==> src/rtl/ssb_pkg.sv <==
package ssb_pkg;

    parameter int TAG_W  = 4;
    parameter int ADDR_W = 32;
    parameter int DATA_W = 32;
    parameter int BE_W   = DATA_W / 8;

    typedef struct packed {
        logic              valid;
        logic              committed;
        logic              wt;
        logic [TAG_W-1:0]  tag;
        logic [ADDR_W-1:0] addr;
        logic [DATA_W-1:0] data;
        logic [BE_W-1:0]   be;
    } entry_t;

endpackage

==> src/rtl/ssb_alloc.sv <==
module ssb_alloc #(
    parameter int DEPTH     = 4,
    parameter int NUM_UNITS = 2,
    parameter int CNT_W     = $clog2(DEPTH + 1)
) (
    input  logic                                clk,
    input  logic                                rst_n,
    input  logic [CNT_W-1:0]                    count,
    input  logic [NUM_UNITS-1:0]                req,
    input  logic                                flush,
    output logic [NUM_UNITS-1:0]                grant,
    output logic [NUM_UNITS-1:0]                stall,
    output logic [NUM_UNITS-1:0][CNT_W-1:0]     offs,
    output logic [CNT_W-1:0]                    ngrant
);

    logic [CNT_W-1:0] free_c;
    logic [CNT_W-1:0] used_c;

    // Units are served in index order; a lower index is the older store.
    always_comb begin
        free_c = CNT_W'(DEPTH) - count;
        used_c = '0;
        grant  = '0;
        stall  = '0;
        offs   = '0;
        for (int u = 0; u < NUM_UNITS; u++) begin
            offs[u] = used_c;
            if (req[u] && !flush) begin
                if (used_c < free_c) begin
                    grant[u] = 1'b1;
                    used_c   = used_c + CNT_W'(1);
                end else begin
                    stall[u] = 1'b1;
                end
            end
        end
        ngrant = used_c;
    end

    generate
        for (genvar g = 1; g < NUM_UNITS; g++) begin : g_order
            assert_stall_order_R3: assert property (@(posedge clk) disable iff (!rst_n)
                (stall[g-1] && req[g]) |-> stall[g]);
        end
    endgenerate

endmodule

==> src/rtl/ssb_retire_match.sv <==
module ssb_retire_match #(
    parameter int DEPTH = 4,
    parameter int TAG_W = 4
) (
    input  logic                        clk,
    input  logic                        rst_n,
    input  logic [DEPTH-1:0]            valid_vec,
    input  logic [DEPTH-1:0]            commit_vec,
    input  logic [DEPTH-1:0][TAG_W-1:0] tags,
    input  logic                        ret_valid,
    input  logic [TAG_W-1:0]            ret_tag,
    output logic [DEPTH-1:0]            hit
);

    generate
        for (genvar i = 0; i < DEPTH; i++) begin : g_cmp
            assign hit[i] = ret_valid && valid_vec[i] && !commit_vec[i] && (tags[i] == ret_tag);
        end
    endgenerate

    // Live tags are unique, so at most one entry answers a retire.
    assert_unique_tag_R5: assert property (@(posedge clk) disable iff (!rst_n)
        $onehot0(hit));

endmodule

==> src/rtl/ssb_drain.sv <==
module ssb_drain
    import ssb_pkg::*;
(
    input  logic              clk,
    input  logic              rst_n,
    input  entry_t            head_ent,
    input  logic              cache_gnt,
    input  logic              bus_gnt,
    output logic              cache_req,
    output logic              bus_req,
    output logic [ADDR_W-1:0] out_addr,
    output logic [DATA_W-1:0] out_data,
    output logic [BE_W-1:0]   out_be,
    output logic              pop
);

    logic ready;

    always_comb begin
        ready     = head_ent.valid && head_ent.committed;
        cache_req = ready && !head_ent.wt;
        bus_req   = ready && head_ent.wt;
        out_addr  = head_ent.addr;
        out_data  = head_ent.data;
        out_be    = head_ent.be;
        pop       = (cache_req && cache_gnt) || (bus_req && bus_gnt);
    end

    assert_one_path_R6: assert property (@(posedge clk) disable iff (!rst_n)
        $onehot0({cache_req, bus_req}));

    assert_cache_hold_R6: assert property (@(posedge clk) disable iff (!rst_n)
        (cache_req && !cache_gnt) |=> (cache_req && $stable(out_addr) && $stable(out_data)));

    assert_bus_hold_R6: assert property (@(posedge clk) disable iff (!rst_n)
        (bus_req && !bus_gnt) |=> (bus_req && $stable(out_addr) && $stable(out_be)));

endmodule

==> src/rtl/spec_store_buffer.sv <==
module spec_store_buffer
    import ssb_pkg::*;
#(
    parameter int DEPTH     = 4,
    parameter int NUM_UNITS = 2
) (
    input  logic                              clk,
    input  logic                              rst_n,
    input  logic [NUM_UNITS-1:0]              wr_valid,
    input  logic [NUM_UNITS-1:0][TAG_W-1:0]   wr_tag,
    input  logic [NUM_UNITS-1:0][ADDR_W-1:0]  wr_addr,
    input  logic [NUM_UNITS-1:0][DATA_W-1:0]  wr_data,
    input  logic [NUM_UNITS-1:0][BE_W-1:0]    wr_be,
    input  logic [NUM_UNITS-1:0]              wr_wt,
    output logic [NUM_UNITS-1:0]              wr_stall,
    input  logic                              ret_valid,
    input  logic [TAG_W-1:0]                  ret_tag,
    input  logic                              flush,
    output logic                              cache_req,
    input  logic                              cache_gnt,
    output logic                              bus_req,
    input  logic                              bus_gnt,
    output logic [ADDR_W-1:0]                 out_addr,
    output logic [DATA_W-1:0]                 out_data,
    output logic [BE_W-1:0]                   out_be
);

    localparam int PTR_W = (DEPTH > 1) ? $clog2(DEPTH) : 1;
    localparam int CNT_W = $clog2(DEPTH + 1);

    typedef struct packed {
        entry_t [DEPTH-1:0] ent;
        logic [PTR_W-1:0]   head;
        logic [PTR_W-1:0]   tail;
        logic [CNT_W-1:0]   count;
    } state_t;

    state_t st_q, st_d;

    logic [DEPTH-1:0]                  valid_vec, commit_vec, hit;
    logic [DEPTH-1:0][TAG_W-1:0]       tag_vec;
    logic [NUM_UNITS-1:0]              grant;
    logic [NUM_UNITS-1:0][CNT_W-1:0]   offs;
    logic [CNT_W-1:0]                  ngrant;
    logic                              pop;
    logic [CNT_W-1:0]                  keep_c;

    function automatic logic [PTR_W-1:0] ptr_add(input logic [PTR_W-1:0] p, input int n);
        return PTR_W'((int'(p) + n) % DEPTH);
    endfunction

    generate
        for (genvar i = 0; i < DEPTH; i++) begin : g_vec
            assign valid_vec[i]  = st_q.ent[i].valid;
            assign commit_vec[i] = st_q.ent[i].committed;
            assign tag_vec[i]    = st_q.ent[i].tag;
        end
    endgenerate

    ssb_alloc #(.DEPTH(DEPTH), .NUM_UNITS(NUM_UNITS), .CNT_W(CNT_W)) alloc_i (
        .clk    (clk),
        .rst_n  (rst_n),
        .count  (st_q.count),
        .req    (wr_valid),
        .flush  (flush),
        .grant  (grant),
        .stall  (wr_stall),
        .offs   (offs),
        .ngrant (ngrant)
    );

    ssb_retire_match #(.DEPTH(DEPTH), .TAG_W(TAG_W)) match_i (
        .clk        (clk),
        .rst_n      (rst_n),
        .valid_vec  (valid_vec),
        .commit_vec (commit_vec),
        .tags       (tag_vec),
        .ret_valid  (ret_valid),
        .ret_tag    (ret_tag),
        .hit        (hit)
    );

    ssb_drain drain_i (
        .clk       (clk),
        .rst_n     (rst_n),
        .head_ent  (st_q.ent[st_q.head]),
        .cache_gnt (cache_gnt),
        .bus_gnt   (bus_gnt),
        .cache_req (cache_req),
        .bus_req   (bus_req),
        .out_addr  (out_addr),
        .out_data  (out_data),
        .out_be    (out_be),
        .pop       (pop)
    );

    always_comb begin
        st_d   = st_q;
        keep_c = '0;

        // Retire marking comes first so a same-cycle flush keeps the entry.
        for (int i = 0; i < DEPTH; i++) begin
            if (hit[i]) st_d.ent[i].committed = 1'b1;
        end

        if (pop) begin
            st_d.ent[st_q.head].valid     = 1'b0;
            st_d.ent[st_q.head].committed = 1'b0;
            st_d.head = ptr_add(st_q.head, 1);
        end

        if (flush) begin
            for (int i = 0; i < DEPTH; i++) begin
                if (st_d.ent[i].valid && !st_d.ent[i].committed) begin
                    st_d.ent[i].valid = 1'b0;
                end
                if (st_d.ent[i].valid) keep_c = keep_c + CNT_W'(1);
            end
            st_d.count = keep_c;
            st_d.tail  = ptr_add(st_d.head, int'(keep_c));
        end else begin
            for (int u = 0; u < NUM_UNITS; u++) begin
                if (grant[u]) begin
                    st_d.ent[ptr_add(st_q.tail, int'(offs[u]))] = '{
                        valid:     1'b1,
                        committed: 1'b0,
                        wt:        wr_wt[u],
                        tag:       wr_tag[u],
                        addr:      wr_addr[u],
                        data:      wr_data[u],
                        be:        wr_be[u]
                    };
                end
            end
            st_d.tail  = ptr_add(st_q.tail, int'(ngrant));
            st_d.count = st_q.count + ngrant - CNT_W'(pop);
        end
    end

    always_ff @(posedge clk or negedge rst_n) begin
        if (!rst_n) st_q <= '0;
        else        st_q <= st_d;
    end

    assert_no_overflow_R3: assert property (@(posedge clk) disable iff (!rst_n)
        st_q.count <= CNT_W'(DEPTH));

    assert_count_match_R2: assert property (@(posedge clk) disable iff (!rst_n)
        $countones(valid_vec) == int'(st_q.count));

    assert_flush_clean_R7: assert property (@(posedge clk) disable iff (!rst_n)
        flush |=> ((valid_vec & ~commit_vec) == '0));

    assert_spec_quiet_R4: assert property (@(posedge clk) disable iff (!rst_n)
        (valid_vec[st_q.head] && !commit_vec[st_q.head]) |-> !(cache_req || bus_req));

endmodule

==> config.mk <==
export PLATFORM = sky130hd
export DESIGN_NAME = spec_store_buffer
export DESIGN_NICKNAME = d
export VERILOG_FILES = /design/src/rtl/ssb_pkg.sv /design/src/rtl/ssb_alloc.sv /design/src/rtl/ssb_retire_match.sv /design/src/rtl/ssb_drain.sv /design/src/rtl/spec_store_buffer.sv
export SDC_FILE = /design/constraint.sdc
export NUM_CORES = 1
export LEC_CHECK = 0
export ABC_AREA = 0
export ABC_CLOCK_PERIOD_IN_PS = 3600
export BUFFER_PORTS_ARGS = -buffer_cell sky130_fd_sc_hd__buf_2
export CAP_MARGIN = 20
export CELL_PAD_IN_SITES_DETAIL_PLACEMENT = 1
export CELL_PAD_IN_SITES_GLOBAL_PLACEMENT = 2
export CORE_MARGIN = 3
export CORE_UTILIZATION = 35
export CTS_BUF_LIST = sky130_fd_sc_hd__clkbuf_8
export CTS_CLUSTER_DIAMETER = 100
export DETAILED_ROUTE_END_ITERATION = 16
export PLACE_DENSITY_LB_ADDON = 0.1
export SETUP_SLACK_MARGIN = 0.5
export SLEW_MARGIN = 20
export SYNTH_ARGS = -nofsm -noshare
export SYNTH_HDL_FRONTEND = slang
export SYNTH_SLANG_ARGS = --single-unit
==> constraint.sdc <==
create_clock -name clk -period 3.6 [get_ports clk]
set_clock_uncertainty 0.1 [all_clocks]
set_input_delay 0.18 -clock clk [delete_from_list [all_inputs] [get_ports clk]]
set_output_delay 0.18 -clock clk [all_outputs]
set_load 0.02 [all_outputs]
== Yosys cells after proc, flatten, opt, wreduce, memory -nomap -nowiden ==
Index checks and enable logic that the tools add are counted.
Word-level totals
  bits in registers: 307
  input bits: 158
  logic and storage cells: 150
Cells by class
  add/sub/neg operators: 11
  order comparisons: 8
  equality and inequality tests: 4
  multiplexer cells: 59
  reductions and logical operators: 37
Operator list (number)
  bitwise mux 300 bit: 4
  2-to-1 mux 300 bit: 3
  demux 75 bit (select 2 bit): 4
  2-to-1 mux 74 bit: 5
  2-to-1 mux 302 bit: 1
  2-to-1 mux 75 bit: 4
  binary-select mux 75 bit (select 2 bit): 1
  2-to-1 mux 1 bit: 27
  2-to-1 mux 3 bit: 9
  logical AND 1 bit: 26
  equality test 4 bit: 4
  logical NOT 1 bit: 10
  adder 3 x 1 -> 3 bit (second input constant): 3
  less-than comparator 2 x 3 -> 1 bit (second input constant): 3
  adder 2 bit: 3
  greater-or-equal comparator 2 x 1 -> 1 bit (second input constant): 3
  2-to-1 mux 5 bit: 1
  adder 3 bit: 1
  less-than comparator 1 x 3 -> 1 bit: 1
  less-than comparator 1 x 3 -> 1 bit (first input constant): 1
  subtractor 3 x 1 -> 3 bit: 1
  subtractor 3 bit (first input constant): 1
  adder 1 x 1 -> 2 bit (second input constant): 1
  adder 2 x 1 -> 2 bit (second input constant): 1
  logical OR 1 bit: 1

== Logic depth before layout (Yosys ltp) ==
Gate-level depths: netlist of the first run.
  depth in word-level cells: 24
  gate-level depth with buffers: 16
  depth with buffers taken out: 15

== By module ==
From an unflattened synthesis of the first run, not the netlist that was laid out.
Second synthesis, totals
  cell total of the unflattened synthesis: 1603
  area total of the unflattened synthesis: 17474.3 um^2
By module, submodules not included
  spec_store_buffer: times used 1, cells each 1473, area an instance 16490.8 um^2
  ssb_drain: times used 1, cells each 73, area an instance 539.3 um^2
  ssb_retire_match: times used 1, cells each 30, area an instance 247.7 um^2
  ssb_alloc: times used 1, cells each 27, area an instance 196.4 um^2

== Least setup slack after synthesis of the first run ==
Ideal clock, no wire load.
  kind: reg2reg
  from: register st_q[5] in the netlist's numbering
  to: register st_q[4] in the netlist's numbering
  data arrival time: 3151 ps
  required time: 3360 ps
  setup slack: 209 ps
  stages on the path, launching flop included: 15
  buffers on the path: 2
  period minus slack after synthesis: 3391 ps
  path through: dfrtp_1 buf_6 inv_1 mux4_2 nor2_2 buf_2 a21oi_1 nand2_1 ha_1 xor2_2 xnor2_1 ha_1 xor2_1 a2111oi_0 a211oi_1
RTL lines
  from (decl): RTL line spec_store_buffer.sv:38  | state_t st_q, st_d;
  from (signal assigned): RTL line spec_store_buffer.sv:142  | else st_q <= st_d;

==> impl_metrics.py, run 1 <==
metrics = {
    "drt": {
        "avgRoutedWirePerCell_um": 22.1,
        "viasPerCell": 5.17,
        "drt-total-wl_um": 56400,
        "first_pass_iters": 4,
        "via_count": 13200,
        "drcViolationCount": 0,
        "ant_nets": 0,
        "drt_iter0_markers": 633,
    },
    "timing": {
        "min_period_ns": 3.16,
        "tightestPinTransition_ns": 1.00,
        "maxSlewViolCount": 0,
        "hold_viol_final": 0,
        "slew_headroom_pct": 33.1,
        "layout_worst_path_cycle_share_pct": 87.6,
        "fmax_mhz": 317,
        "finalSetupTns_ns": 0,
        "setup_viol": 0,
        "fin_hold_ws_ns": 0.0780,
        "grt_setup_unrepaired": "true",
    },
    "grt": {
        "overflow": 0,
        "grt_max_degree": 102,
        "grt_pass1_vias": 14500,
        "grt_pass1_wl_um": 85600,
        "antenna_found_initial": 5,
        "track_usage_pct": 22.0,
    },
    "placed_design": {
        "hpwl_um": 31900,
        "gp_congestion": 0.761,
        "port_buffers": 229,
        "dp_cells": 2258,
    },
    "setup_path": {
        "cp.arrival_ns": 3.57,
        "cp-start-kind": "register",
        "cp-end-kind": "register",
        "cpMaxStageDelayCell": "mux4_2",
        "crit_fanout": 7,
        "required_ns": 4.01,
        "cpPeakStageDelay_ns": 0.56,
        "worstPathCellList": "mux4_2 -> mux2i_4 -> nor2_4 -> buf_6 -> a211oi_4 -> buf_4 -> xor2_4 -> xnor2_2 -> ha_2 -> xor2_2 -> a2111oi_4 -> a211oi_1",
        "path_class": "register to register",
    },
    "floorplan": {
        "die_area_um2": 48900,
        "core_area_um2": 45600,
        "die_h_um": 221,
        "dieWidth_um": 221,
        "io_pins": 230,
        "placementRows": 78,
        "start_util_pct": 35.6,
    },
    "synth": {
        "syn-num-nets": 1683,
        "yosys.area.top_type": "dfrtp_1",
        "synthTopCellsByCount": "dfrtp_1, mux2i_1, nand2_1, nor2_1, a21oi_1",
        "ys.flop_type": "dfrtp_1",
        "yosysMostFrequentCell": "dfrtp_1",
        "seq_area_frac_synth_pct": 47.4,
        "yosys_warnings": 0,
        "synthArstFlopShare_pct": 100,
        "synth_edf_count": 0,
        "syn-cell-area_um2": 16200,
        "synthTopCellsByArea": "dfrtp_1, mux2i_1, mux4_2",
        "yosysTopAreaCellShare_pct": 47.4,
        "synth_cells": 1510,
        "synth_seq_cells": 307,
        "syn_area_per_cell_um2": 10.7,
        "synth.distinct_cells": 37,
    },
    "clock_network": {
        "cts.path.max_buffers": 3,
        "cts_sinks": 307,
        "clk_pin_slew_ns": 0.06,
        "root_buffer": "clkbuf_8",
        "cts_buffers": 59,
        "cts_max_level": 2,
        "clock_latency_ns": 0.64,
        "cts_tree": "built",
    },
    "flow_run": {
        "drv_cap": 0,
    },
    "cells_and_area": {
        "drive_gt1_share_pct": 25.0,
        "nets": 2074,
        "fin_util_pct": 47.2,
        "nFillCells": 5022,
        "final_cells": 2551,
        "syn2layout_area_growth_pct": 32.6,
    },
    "hold_path": {
        "min_path_type": "primary input to register",
    },
    "power": {
        "p_leak_nw": 9.78,
        "ir_worst_vdd_mv": 0.412,
        "power_density_nw_per_um2": 824,
    },
    "status": {
        "status": "finished, final reports clean",
    },
}
==> timing repair <==
action                                  in CTS  in global routing
endpoints found under the setup margin     126                295
resized for setup                            7                 23
endpoints found under the hold margin      401                  0
gates cloned                                 3                  8
pin swaps                                    6                 17
buffers inserted                             7                 11
hold buffers                               153                  0
==> per-layer routing <==
layer  track usage [%]  up-vias  routed length [µm]
li1                  -     6167                   -
met1              29.8     6693               25900
met2              36.8      229               26900
met3              4.01       86                2370
met4              5.48        6                1130
met5                 0        -                  34
==> placed cells by master (no fill, tap or decap), types with 5 or more instances in the layout <==
master	n
a21oi_1	148
o21ai_0	148
xor2_1	13
ha_1	10
xnor2_1	9
buf_2	228
inv_1	43
nand2_1	157
buf_12	18
or3_4	6
nor2_1	151
inv_2	5
nor3_1	6
dlygate4sd3_1	153
buf_4	33
mux2i_1	292
mux4_2	70
dfrtp_1	305
clkbuf_8	74
==> state kept, by name, summed over array words and instances (netlist names) <==
name and count:
commit_vec 4, st_q 303
==> logic make-up after synthesis <==
logic type	after synthesis	synth area share, %
adder cells (fa/ha/maj)	15	1.20
AND/OR/NAND/NOR	342	8.26
flip-flops	307	47.4
XOR/XNOR	28	1.56
buffers and inverters	135	3.30
multiplexers	367	28.1
AO/OA/AOI/OAI	316	10.2
==> report_power, final <==
group / internal [mW] / switching [mW] / total (mW)
Sequential: 5.18 / 0.966 / 6.14
Clock: 1.90 / 1.58 / 3.48
Combinational: 3.72 / 4.37 / 8.09
==> critical path, delay by kind of cell (launching register included) <==
| kind | cells | cell delay [ns] |
|---|---|---|
| flops | 1 | 0.44 |
| simple gates | 1 | 0.18 |
| mux | 2 | 0.78 |
| buf+inv | 2 | 0.34 |
| fa+ha+maj | 1 | 0.21 |
| compound gates | 3 | 0.46 |
| xor+xnor | 3 | 0.50 |
==> area by class of cell <==
cell class / count / area [µm²] / share of cell area (%)
timing repair buffer: 442 / 3500 / 16.3
inverter: 17 / 63.8 / 0.297
clock inverter: 35 / 164 / 0.762
multi-input combinational: 1074 / 8300 / 38.6
sequential: 307 / 7690 / 35.8
clock buffer: 74 / 1020 / 4.74
tap: 600 / 751 / 3.49
antenna: 2 / 5.00 / 0.0233
==> stage by stage <==
| stage | setup WS (ns) | instance area [µm²] | power (mW) |
|---|---|---|---|
| 2_1_floorplan | 0.430 | 16300 | 11.3 |
| 3_3_place_gp | 0.385 | 18300 | 13.5 |
| 3_5_place_dp | 0.239 | 18300 | 13.8 |
| 4_1_cts | 0.440 | 21100 | 17.6 |
| 5_1_grt | 0.320 | 21500 | 19.0 |
| 6_report | 0.445 | 21500 | 17.7 |
==> path summary, 6_finish.rpt <==
path                                           from                     to  slack (ns)  cells after the start
worst max-delay path              st_q[5]$_DFF_PN0_      st_q[4]$_DFF_PN0_        0.44                     12
worst min-delay path                     ret_tag[0]    st_q[156]$_DFF_PN0_        0.08                      4
worst max register to register    st_q[5]$_DFF_PN0_      st_q[4]$_DFF_PN0_        0.44                     12
worst min register to register  st_q[306]$_DFF_PN0_    st_q[306]$_DFF_PN0_        0.45                      1
max in group asynchronous                     rst_n  st_q[100]$_DFFE_PN0N_        2.39                      3
min in group asynchronous                     rst_n  st_q[203]$_DFFE_PN0N_        0.11                      2
(Power assumes the default switching activity.)
==> run 2, diff against run 1 <==
--- a/config.mk
+++ b/config.mk
@@ -11,6 +11,7 @@
 export CAP_MARGIN = 20
 export CELL_PAD_IN_SITES_DETAIL_PLACEMENT = 1
 export CELL_PAD_IN_SITES_GLOBAL_PLACEMENT = 2
+export CORE_ASPECT_RATIO = 1.5
 export CORE_MARGIN = 3
 export CORE_UTILIZATION = 35
 export CTS_BUF_LIST = sky130_fd_sc_hd__clkbuf_8
==> impl_metrics.py, run 2 (synthesis gave the netlist of run 1 again) <==
metrics = {
    "placed_design": {
        "dp_cells": 2247,
        "gp_congestion": 0.763,
        "port_buffers": 229,
        "hpwl_um": 33100,
    },
    "flow_run": {
        "drv_cap": 0,
    },
    "clock_network": {
        "clock_latency_ns": 0.60,
        "root_buffer": "clkbuf_8",
        "cts_tree": "built",
        "cts_max_level": 2,
        "cts_buffers": 53,
        "cts_sinks": 307,
        "cts.path.max_buffers": 3,
        "clk_pin_slew_ns": 0.06,
    },
    "grt": {
        "grt-busiest-layer": "met2",
        "antenna_found_initial": 3,
        "track_usage_pct": 21.4,
        "grt_max_degree": 96,
        "grt_pass1_vias": 14700,
        "grt_util_met2_pct": 39.5,
        "overflow": 0,
        "use_met1_pct": 25.8,
        "grt_pass1_wl_um": 83800,
        "grt_util_met3_pct": 3.29,
    },
    "floorplan": {
        "die_area_um2": 49000,
        "dieWidth_um": 182,
        "core_area_um2": 45800,
        "die_h_um": 270,
        "placementRows": 96,
        "start_util_pct": 35.4,
        "io_pins": 230,
    },
    "power": {
        "ir_worst_vdd_mv": 0.357,
        "p_leak_nw": 9.55,
        "power_density_nw_per_um2": 816,
    },
    "cells_and_area": {
        "syn2layout_area_growth_pct": 29.7,
        "largest_register": "st_q",
        "layout_common_cells": "dfrtp_1, mux2i_1, buf_2",
        "layout_commonest_cell": "dfrtp_1",
        "largest_register_ff_count": 303,
        "fin_util_pct": 46.0,
        "drive_gt1_share_pct": 24.1,
        "nets": 2050,
        "final_cells": 2510,
    },
    "drt": {
        "drt_iter0_markers": 429,
        "via_count": 13000,
        "drcViolationCount": 0,
        "viasPerCell": 5.16,
        "ant_nets": 0,
        "drt-total-wl_um": 52800,
        "avgRoutedWirePerCell_um": 21.0,
        "first_pass_iters": 5,
    },
    "setup_path": {
        "cp-end-kind": "register",
        "required_ns": 3.97,
        "path_class": "register to register",
        "cp-start-kind": "register",
        "cp.arrival_ns": 3.48,
        "crit_fanout": 5,
        "reg2reg_depth": 12,
        "r2r-start": "st_q[5]$_DFF_PN0_",
        "r2r_setup_slack_ns": 0.48,
        "worst_r2r_endpoint": "st_q[4]$_DFF_PN0_",
    },
    "timing": {
        "fmax_mhz": 321,
        "layout_worst_path_cycle_share_pct": 86.5,
        "grt_setup_unrepaired": "true",
        "hold_viol_final": 0,
        "setup_viol": 0,
        "min_period_ns": 3.12,
        "finalSetupTns_ns": 0,
        "slew_headroom_pct": 45.6,
        "tightestPinTransition_ns": 0.816,
        "maxSlewViolCount": 0,
    },
    "hold_path": {
        "min_path_type": "primary input to async pin",
    },
    "status": {
        "status": "finished, final reports clean",
    },
}
==> run 2: metrics by stage <==
step / setup WS [ns] / power (mW) / hold slack (ns) / cell area [µm²]
2_1_floorplan: 0.430 / 11.3 / -0.216 / 16300
3_3_place_gp: 0.411 / 13.6 / 0.191 / 18300
3_5_place_dp: 0.354 / 13.8 / 0.192 / 18300
4_1_cts: 0.446 / 17.4 / 0.0941 / 21000
5_1_grt: 0.342 / 18.5 / 0.160 / 21000
6_report: 0.485 / 17.2 / 0.127 / 21000
==> run 2: how the worst max path moves through the flow <==
stage,startpoint,end,slack [ns],cells after the start
final,st_q[5]$_DFF_PN0_,st_q[4]$_DFF_PN0_,0.48,12
after global placement,st_q[6]$_DFF_PN0_,st_q[4]$_DFF_PN0_,0.41,14
after CTS,st_q[5]$_DFF_PN0_,st_q[4]$_DFF_PN0_,0.45,12
after floorplan,st_q[5]$_DFF_PN0_,st_q[4]$_DFF_PN0_,0.43,14
after global routing,st_q[0]$_DFF_PN0_,st_q[2]$_DFF_PN0_,0.34,15
after detailed placement,st_q[6]$_DFF_PN0_,st_q[4]$_DFF_PN0_,0.35,12
==> run 2: area by class of cell <==
type	instances	area (µm²)
fill	5057	24700
timing repair buffer	429	3270
clock inverter	26	106
tap	588	736
antenna	3	7.51
sequential	307	7690
inverter	17	63.8
multi-input combinational	1069	8180
clock buffer	71	977
==> run 2: repair_timing <==
| item | in CTS | in global routing |
|---|---|---|
| resized for setup | 6 | 5 |
| cloned | 0 | 1 |
| hold buffers | 150 | 0 |
| pin swaps | 3 | 2 |
| setup endpoints to repair | 139 | 138 |
| hold endpoints to repair | 387 | 0 |
| setup buffers | 9 | 3 |
==> run 2: routing by layer <==
| layer | wire (µm) | vias up | part of all wire (%) |
|---|---|---|---|
| li1 | - | 6105 | - |
| met1 | 21800 | 6545 | 41 |
| met2 | 28000 | 229 | 53 |
| met3 | 1780 | 72 | 3.4 |
| met4 | 1160 | 0 | 2.2 |
| met5 | 0 | - | 0 |
==> run 2: worst max-delay path: stages (launching register included) <==
cell	delay, ns
dfrtp_4	0.43
mux4_2	0.55
mux2i_2	0.25
nor2_4	0.09
a21oi_2	0.16
nand2_2	0.11
ha_4	0.28
xor2_4	0.19
xnor2_2	0.15
ha_2	0.21
xor2_2	0.18
a2111oi_2	0.20
a211oi_1	0.09
==> run 2: power by group <==
group	internal, mW	total, mW	switching, mW	leakage, nW
logic	3.56	7.78	4.23	5.25
clock network	1.75	3.25	1.50	0.638
registers	5.18	6.13	0.958	3.66
